### config.mk
export PLATFORM = sky130hd
export DESIGN_NAME = sp_delay_line
export DESIGN_NICKNAME = d
export VERILOG_FILES = /design/src/rtl/sp_dl_pkg.sv /design/src/rtl/sp_dl_ram.sv /design/src/rtl/sp_dl_addr_gen.sv /design/src/rtl/sp_dl_fill.sv /design/src/rtl/sp_delay_line.sv
export SDC_FILE = /design/constraint.sdc
export NUM_CORES = 1
export LEC_CHECK = 0
export BUFFER_PORTS_ARGS = -buffer_cell sky130_fd_sc_hd__buf_2
export CAP_MARGIN = 20
export CORE_UTILIZATION = 40
export DETAILED_ROUTE_END_ITERATION = 6
export PLACE_DENSITY = 0.54
export RECOVER_POWER = 50
export SLEW_MARGIN = 5
export SYNTH_ARGS = -nofsm -noshare
export SYNTH_HDL_FRONTEND = slang
export SYNTH_HIERARCHICAL = 1
export SYNTH_SLANG_ARGS = --single-unit
### constraint.sdc
create_clock -name clk_i -period 2.7 [get_ports clk_i]
set_input_delay 0.27 -clock clk_i [delete_from_list [all_inputs] [get_ports clk_i]]
set_output_delay 0.27 -clock clk_i [all_outputs]
set_load 0.05 [all_outputs]
### src/rtl/sp_dl_pkg.sv
package sp_dl_pkg;

  // Address width of one bank; at least one bit even for a single-word bank.
  function automatic int addr_width(input int words);
    return (words > 1) ? $clog2(words) : 1;
  endfunction

  function automatic int count_width(input int limit);
    return (limit > 0) ? $clog2(limit + 1) : 1;
  endfunction

endpackage

### src/rtl/sp_dl_ram.sv
module sp_dl_ram #(
  parameter int DATA_W = 8,
  parameter int WORDS  = 4,
  parameter int AW     = 2
) (
  input  logic              clk_i,
  input  logic              rst_ni,
  input  logic              en_i,
  input  logic              we_i,
  input  logic [AW-1:0]     addr_i,
  input  logic [DATA_W-1:0] wdata_i,
  output logic [DATA_W-1:0] rdata_o
);

  logic [DATA_W-1:0] mem_q [WORDS];
  logic [DATA_W-1:0] rdata_q;

  always_ff @(posedge clk_i) begin
    if (en_i && we_i) mem_q[addr_i] <= wdata_i;
  end

  // Read register only moves on a read; writes leave it alone.
  always_ff @(posedge clk_i) begin
    if (en_i && !we_i) rdata_q <= mem_q[addr_i];
  end

  assign rdata_o = rdata_q;

  AST_RAM_ADDR_RANGE: assert property (@(posedge clk_i) disable iff (!rst_ni)
    en_i |-> (int'(addr_i) < WORDS)) else $error("bank address out of range");

  AST_RAM_RDATA_HOLD: assert property (@(posedge clk_i) disable iff (!rst_ni)
    (!en_i || we_i) |=> $stable(rdata_o)) else $error("read register moved without read");

endmodule

### src/rtl/sp_dl_addr_gen.sv
module sp_dl_addr_gen #(
  parameter int WORDS = 4,
  parameter int AW    = 2
) (
  input  logic          clk_i,
  input  logic          rst_ni,
  input  logic          shift_i,
  output logic          bank_o,
  output logic [AW-1:0] wr_addr_o,
  output logic [AW-1:0] rd_addr_o
);

  localparam logic [AW-1:0] LAST = AW'(WORDS - 1);

  logic          bank_q;
  logic [AW-1:0] addr_q;
  logic [AW-1:0] addr_nxt;

  assign addr_nxt = (addr_q == LAST) ? '0 : addr_q + 1'b1;

  always_ff @(posedge clk_i or negedge rst_ni) begin
    if (!rst_ni) begin
      bank_q <= 1'b0;
      addr_q <= '0;
    end else if (shift_i) begin
      bank_q <= ~bank_q;
      if (bank_q) addr_q <= addr_nxt;
    end
  end

  // Other bank holds the next outgoing word: same row when writing bank 0, next row when writing bank 1.
  assign bank_o    = bank_q;
  assign wr_addr_o = addr_q;
  assign rd_addr_o = bank_q ? addr_nxt : addr_q;

  AST_BANK_TOGGLE: assert property (@(posedge clk_i) disable iff (!rst_ni)
    shift_i |=> (bank_o != $past(bank_o))) else $error("bank did not toggle");

  AST_ADDR_IDLE: assert property (@(posedge clk_i) disable iff (!rst_ni)
    !shift_i |=> ($stable(wr_addr_o) && $stable(bank_o))) else $error("counters moved while idle");

  AST_ADDR_EVEN_HOLD: assert property (@(posedge clk_i) disable iff (!rst_ni)
    (shift_i && !bank_o) |=> $stable(wr_addr_o)) else $error("address moved after bank 0 write");

endmodule

### src/rtl/sp_dl_fill.sv
module sp_dl_fill #(
  parameter int DEPTH = 8
) (
  input  logic clk_i,
  input  logic rst_ni,
  input  logic shift_i,
  output logic valid_o
);

  localparam int CW = sp_dl_pkg::count_width(DEPTH);
  localparam logic [CW-1:0] FULL = CW'(DEPTH);

  logic [CW-1:0] cnt_q;
  logic          valid_q;

  always_ff @(posedge clk_i or negedge rst_ni) begin
    if (!rst_ni) begin
      cnt_q   <= '0;
      valid_q <= 1'b0;
    end else if (shift_i) begin
      if (cnt_q != FULL) cnt_q <= cnt_q + 1'b1;
      else               valid_q <= 1'b1;
    end
  end

  assign valid_o = valid_q;

  AST_VALID_STICKY: assert property (@(posedge clk_i) disable iff (!rst_ni)
    valid_o |=> valid_o) else $error("valid dropped");

  AST_VALID_NEEDS_SHIFT: assert property (@(posedge clk_i) disable iff (!rst_ni)
    $rose(valid_o) |-> $past(shift_i)) else $error("valid rose without shift");

endmodule

### src/rtl/sp_delay_line.sv
module sp_delay_line #(
  parameter int DATA_W = 8,
  parameter int DEPTH  = 8
) (
  input  logic              clk_i,
  input  logic              rst_ni,
  input  logic              shift_i,
  input  logic [DATA_W-1:0] data_i,
  output logic [DATA_W-1:0] data_o,
  output logic              valid_o
);

  localparam int HALF = DEPTH / 2;
  localparam int AW   = sp_dl_pkg::addr_width(HALF);

  logic              bank_sel;
  logic [AW-1:0]     wr_addr;
  logic [AW-1:0]     rd_addr;
  logic [1:0]        bank_we;
  logic [DATA_W-1:0] bank_rdata [2];
  logic [DATA_W-1:0] out_q;

  sp_dl_addr_gen #(.WORDS(HALF), .AW(AW)) u_addr (
    .clk_i     (clk_i),
    .rst_ni    (rst_ni),
    .shift_i   (shift_i),
    .bank_o    (bank_sel),
    .wr_addr_o (wr_addr),
    .rd_addr_o (rd_addr)
  );

  for (genvar b = 0; b < 2; b++) begin : g_bank
    logic [AW-1:0] addr;
    assign bank_we[b] = (bank_sel == 1'(b));
    assign addr       = bank_we[b] ? wr_addr : rd_addr;

    sp_dl_ram #(.DATA_W(DATA_W), .WORDS(HALF), .AW(AW)) u_ram (
      .clk_i   (clk_i),
      .rst_ni  (rst_ni),
      .en_i    (shift_i),
      .we_i    (bank_we[b]),
      .addr_i  (addr),
      .wdata_i (data_i),
      .rdata_o (bank_rdata[b])
    );
  end

  // Bank being written now was read on the previous shift: that word leaves now.
  always_ff @(posedge clk_i or negedge rst_ni) begin
    if (!rst_ni)      out_q <= '0;
    else if (shift_i) out_q <= bank_rdata[bank_sel];
  end

  assign data_o = out_q;

  sp_dl_fill #(.DEPTH(DEPTH)) u_fill (
    .clk_i   (clk_i),
    .rst_ni  (rst_ni),
    .shift_i (shift_i),
    .valid_o (valid_o)
  );

  AST_ONE_WRITER: assert property (@(posedge clk_i) disable iff (!rst_ni)
    shift_i |-> ($countones(bank_we) == 1)) else $error("not exactly one bank written");

  AST_OUT_HOLD: assert property (@(posedge clk_i) disable iff (!rst_ni)
    !shift_i |=> ($stable(data_o) && $stable(valid_o))) else $error("output moved while idle");

endmodule

**Yosys cells after proc, flatten, opt, wreduce, memory -nomap -nowiden**

Memories as Yosys holds them, arrays and structs flattened. A register that Yosys moved wholly into a read port is not among the register bits.
Index checks and enable logic that the tools add are counted.

- Register bits: 16
- Latch bits: 0
- Memory bits (writable): 64
- Bits in read-only memories: 0
- Input bits: 11
- Output and inout port bits: 9
- Memories: 2

- Add/subtract/negate cells: 2
- Multipliers: 0
- Div/mod/pow operators: 0
- $lt $le $gt $ge: 1
- Eq/ne operators: 2
- Shift-type cells: 0
- Mux-type cells: 11
- Bitwise gates (word level): 3
- Reduce and logical (&&, ||, !) cells: 6

Memory list:

| name | words | bits a word | read ports | clocked after Yosys merged registers in | write ports | line | source |
|---|---|---|---|---|---|---|---|
| g_bank[0].u_ram.mem_q | 4 | 8 | 1 | 1 | 1 | sp_dl_ram.sv:15 | `logic [DATA_W-1:0] mem_q [WORDS];` |
| g_bank[1].u_ram.mem_q | 4 | 8 | 1 | 1 | 1 | sp_dl_ram.sv:15 |  |

Operators with widths:

| operator | count |
|---|---|
| $mux W8 | 3 |
| $mux W2 | 4 |
| $add A4 B1 Y4 const B | 1 |
| $mux W1 | 4 |
| $ne A4 B4 Y1 const B | 1 |
| $reduce_and A2 Y1 | 2 |
| $logic_and A1 B1 Y1 | 3 |
| $add A2 B1 Y2 const B | 1 |
| $eq A2 B2 Y1 const B | 1 |
| $ge A2 B2 Y1 const B | 1 |
| $not A1 Y1 | 2 |
| $not A1 Y2 | 1 |
| $logic_not A1 Y1 | 1 |

**Longest topological paths before layout**

- Depth in word-level cells: 4
- Depth in mapped cells: 6
- Gate-level depth less buffers: 5

**Cells and area by module**

Netlist, hierarchy kept.

Modules (own cells, without submodules):

| module | instances | cells each | area an instance (µm²) | sequential area each (µm²) |
|---|---|---|---|---|
| sp_dl_ram | 2 | 55 | 1456.4 | 1201.2 |
| sp_delay_line | 1 | 40 | 420.4 | 200.2 |
| sp_dl_fill | 1 | 21 | 240.2 | 125.1 |
| sp_dl_addr_gen | 1 | 11 | 151.4 | 75.1 |

**Worst setup path before layout**

No wires, ideal clock.

- Path kind: register -> register
- Start point: register u_addr.addr_q[0], in the netlist u_addr/wr_addr_o[0]
- End point: memory g_bank[0].u_ram.mem_q[1][0] (enable)
- Arrival: 1775 ps
- Data required time: 2387 ps
- Slack: 612 ps
- Stages on the path, launching flop included: 6
- Path buffers: 1
- Cells stage by stage: dfrtp_1 -> ha_1 -> mux2_2 -> mux2_2 -> buf_2 -> and4b_2

- Word-level cells in the longest chain between the ends: 4
- Elaborated cells between the ends (all ways): 5

RTL lines:

| what | line | source |
|---|---|---|
| start, declared | sp_dl_addr_gen.sv:16 | `logic [AW-1:0] addr_q;` |
| start signal, assigned | sp_dl_addr_gen.sv:27 | `if (bank_q) addr_q <= addr_nxt;` |
| $add A2 B1 Y2 / $eq A2 B2 Y1 (equally long branches) | sp_dl_addr_gen.sv:19 | `assign addr_nxt = (addr_q == LAST) ? '0 : addr_q + 1'b1;` |
| $mux W2 (*) | sp_dl_addr_gen.sv:19 |  |
| $mux W2 (*) | sp_dl_addr_gen.sv:34 | `assign rd_addr_o = bank_q ? addr_nxt : addr_q;` |
| net rd_addr[1] | sp_delay_line.sv:18 | `logic [AW-1:0] rd_addr;` |
| $mux W2 (*) | sp_delay_line.sv:35 | `assign addr = bank_we[b] ? wr_addr : rd_addr;` |
| net g_bank[0].addr[1] | sp_delay_line.sv:33 | `logic [AW-1:0] addr;` |
| end, declared | sp_dl_ram.sv:15 |  |

The timed path passes the listed nets; every way through them passes the cells marked *.

**Worst setup path in the final report**

- Start point: register u_addr.addr_q[0], in the netlist u_addr/wr_addr_o[0]
- End point: memory g_bank[1].u_ram.mem_q[0][3] (enable)

- Word-level cells in the longest chain between the ends: 4
- Elaborated cells between the ends (all ways): 5

RTL lines:

| what | line |
|---|---|
| $add A2 B1 Y2 / $eq A2 B2 Y1 (equally long branches) | sp_dl_addr_gen.sv:19 |
| $mux W2 (*) | sp_dl_addr_gen.sv:19 |
| $mux W2 (*) | sp_dl_addr_gen.sv:34 |
| net rd_addr[1] | sp_delay_line.sv:18 |
| $mux W2 (*) | sp_delay_line.sv:35 |
| net g_bank[1].addr[1] | sp_delay_line.sv:33 |
| end, declared | sp_dl_ram.sv:15 |

Marked as above.

==> summary.txt <==
Run status
  • Outcome: finished, violations left
  • Failing checks: design-rule violations

Synth
  • Most area-consuming cells after synthesis: edfxtp_1 64%, dfrtp_1 11%, mux4_2 7.3%
  • Yosys top cell by area: edfxtp_1
  • Mapped Cells: 182
  • Synthesized flop and latch total: 96
  • Top cell type's share of synthesized area: 64.5%
  • Yosys warning count: 6
  • Post-synthesis sequential area ratio: 75.2%
  • Cell Area, Synth: 3720 sq um
  • Distinct cell type count after synthesis: 28
  • Post-Syn Area per Cell: 20.5 sq um
  • Syn nets: 196

Clock network
  • Clock Path Buffers: 2
  • Num CTS Buffers: 9
  • Number of setup buffers added after CTS: 0
  • Clock-pin slew on the worst setup and hold paths: 0.09 ns
  • Root Driver: clkbuf_8
  • CTS tree: yes
  • Skew-Pair Late Insertion Delay: 0.35 ns
  • H-tree levels: 3
  • Clk sinks: 96

Pwr
  • Power Total: 5.15 mW
  • Leakage: 1.40 nW
  • Power per cell area: 1250 nW/um^2
  • Max VDD drop: 0.367 mV

STA
  • Slew headroom: 37.3%
  • RSZ-0062 raised after global routing: no
  • Worst Skew: 0.00434 ns
  • Final setup fails: 0
  • Final slew viol count: 0
  • Post-Route Setup TNS: 0 ns
  • Fmax: 0.446 GHz
  • Worst-margin pin slew: 0.941 ns
  • Fin crit period: 2.24 ns
  • Crit share post-route: 83.1%
  • Final Hold Viols: 0

Die
  • Top-Level Pins: 20
  • Site Rows: 34
  • Die area: 9700 sq um
  • Die Y: 98.5 um
  • Core area: 8850 sq um
  • Die X: 98.5 um
  • Initial Utilization: 42.1%

Global routing
  • Grt ovf: 0
  • Initial antenna violation count: 0
  • Global-route wire length before repair: 10.5 mm
  • GRT Total Usage: 15.0%
  • Vias in the first global route: 1,775
  • Largest net degree at the start of global routing: 23

Critical path
  • Worst Path Required: 2.74 ns
  • R2R cell count: 4
  • Critical path arrival: 2.28 ns
  • Worst setup EP type: flop
  • R2r startpoint: u_addr/wr_addr_o[0]
  • Crit path max fanout: 12
  • Worst setup SP type: flop
  • CP Class: flop to flop
  • R2r setup slk: 0.46 ns
  • Worst R2R End: g_bank[1].u_ram/mem_q[0][3]

Layout
  • Final std cells w/o fill: 321
  • Fin nets: 222
  • Syn-to-layout area delta: 10.5%
  • Layout cells sized above 1: 22.1%
  • # diodes: 0

Hold path
  • Hold wc startpoint: data_i[2]
  • Hold Path Class: primary input to flop
  • Cells on Worst Hold Path: 1
  • Hold Crit Endpoint: g_bank[1].u_ram/mem_q[1][2]

Routing
  • Pre-Repair DR Iteration Count: 7
  • Routed WL: 6.76 mm
  • Via count: 1,703
  • DR iter-0 viols: 88
  • Drt via density: 5.31
  • Remaining routing DRC violations: 2
  • ANT nets after route: 0
  • DR WL/cell: 21.0 um

Flow run
  • Max_cap viols: 0

Placed design
  • IO buf count: 19
  • DPL Wire Length: 4.52 mm
  • DP Cell Count: 304
  • GP Congestion: 0.729
sequential cells by signal, summed over array words and instances (netlist names):
name                  count
u_addr/bank_o             1
g_bank.u_ram/mem_q       64
data_o                    8
u_fill/valid_o            1
g_bank.u_ram/rdata_o     16
u_fill/cnt_q              4
u_addr/wr_addr_o          2
routing by layer:
layer  share of wire (%)  vias up  global-route usage [%]
met5                   0        -                       0
met4                 1.1        0                    6.54
li1                    -      779                       -
met1                  47      882                    21.1
met3                 3.1        8                    2.77
met2                  48       34                    23.1
what timing repair did:
action,CTS,global route
gates resized for setup,0,0
hold buffers,1,0
hold endpoints to repair,16,0
stage by stage:
| step | setup WS [ns] | utilization (%) | hold slack [ns] | instance area (sq um) |
|---|---|---|---|---|
| 5_1_grt | 0.367 | 46.5 | 0.310 | 4120 |
| 4_1_cts | 0.469 | 46.8 | 0.214 | 4140 |
| 6_report | 0.456 | 46.5 | 0.305 | 4120 |
| 3_5_place_dp | 0.475 | 44.3 | 0.205 | 3920 |
| 3_3_place_gp | 0.565 | 44.3 | 0.185 | 3920 |
| 2_1_floorplan | 0.612 | - | -0.0256 | 3720 |
placed cells by master, fill, tap and decap left out, types with 2 or more instances in the layout:
cell type and n:
dfrtp_1 16, mux4_1 4, bufinv_16 2, ha_1 3
and4_2 2, mux4_2 12, inv_6 2, and4b_2 4
xnor2_1 2, inv_1 3, o21ai_0 2, mux2_2 6
nand2_2 2, mux2i_1 8, clkbuf_8 9, edfxtp_1 80
mux2_1 2, buf_2 2, and4bb_2 2, clkbuf_1 18
a21oi_1 8, nor2b_1 2, nand2_1 2, nor2_1 10
how the worst max path moves through the flow:
stage,start,end,cells past startpoint
final,u_addr/wr_addr_o[0],g_bank[1].u_ram/mem_q[0][3],4
after CTS,u_addr/wr_addr_o[0],g_bank[1].u_ram/mem_q[0][7],4
after floorplan,u_addr/wr_addr_o[0],g_bank[0].u_ram/mem_q[1][0],5
after detailed placement,u_addr/wr_addr_o[0],g_bank[1].u_ram/mem_q[0][3],4
after global routing,u_addr/wr_addr_o[0],g_bank[1].u_ram/rdata_o[5],5
after global placement,u_addr/wr_addr_o[0],g_bank[1].u_ram/mem_q[0][6],4
final cells by class:
| type | count | area [sq um] |
|---|---|---|
| clock inverter | 7 | 93.8 |
| inverter | 3 | 11.3 |
| multi-input combinational | 76 | 853 |
| timing repair buffer | 22 | 95.1 |
| sequential | 96 | 2800 |
| clock buffer | 9 | 124 |
| tap | 108 | 135 |
| fill | 777 | 4730 |
kinds of logic after synthesis:
| family | synth area share [%] |
|---|---|
| flops | 75.2 |
| buf+inv | 1.75 |
| mux | 15.0 |
| xor+xnor | 0.706 |
| fa+ha+maj | 1.01 |
| compound gates | 1.65 |
| simple gates | 4.60 |
critical path, cell delays in order (launching register included):
cell	delay (ns)
dfrtp_1	0.44
ha_1	0.33
mux2_2	0.28
mux2_2	0.39
and4bb_2	0.50
Yosys cell counts, drive strengths merged:
cell     n
a21oi    8
mux2i    8
xnor2    2
nand4    1
ha       3
mux2     9
nand2    4
buf      6
clkbuf   1
dfrtp   16
and4bb   2
xor2     1
a21o     1
edfxtp  80
o21ai    2
and4     2
nor2    10
mux4    16
and4b    4
nand3    1
inv      3
nor2b    2
report_power, final:
part           switching, mW  leakage [nW]  internal [mW]
clock                  0.503         0.108          0.524
sequential             0.187         0.914           2.17
combinational           1.02         0.379          0.751
total                   1.71          1.40           3.44
Power figures use the tool's default switching activity.
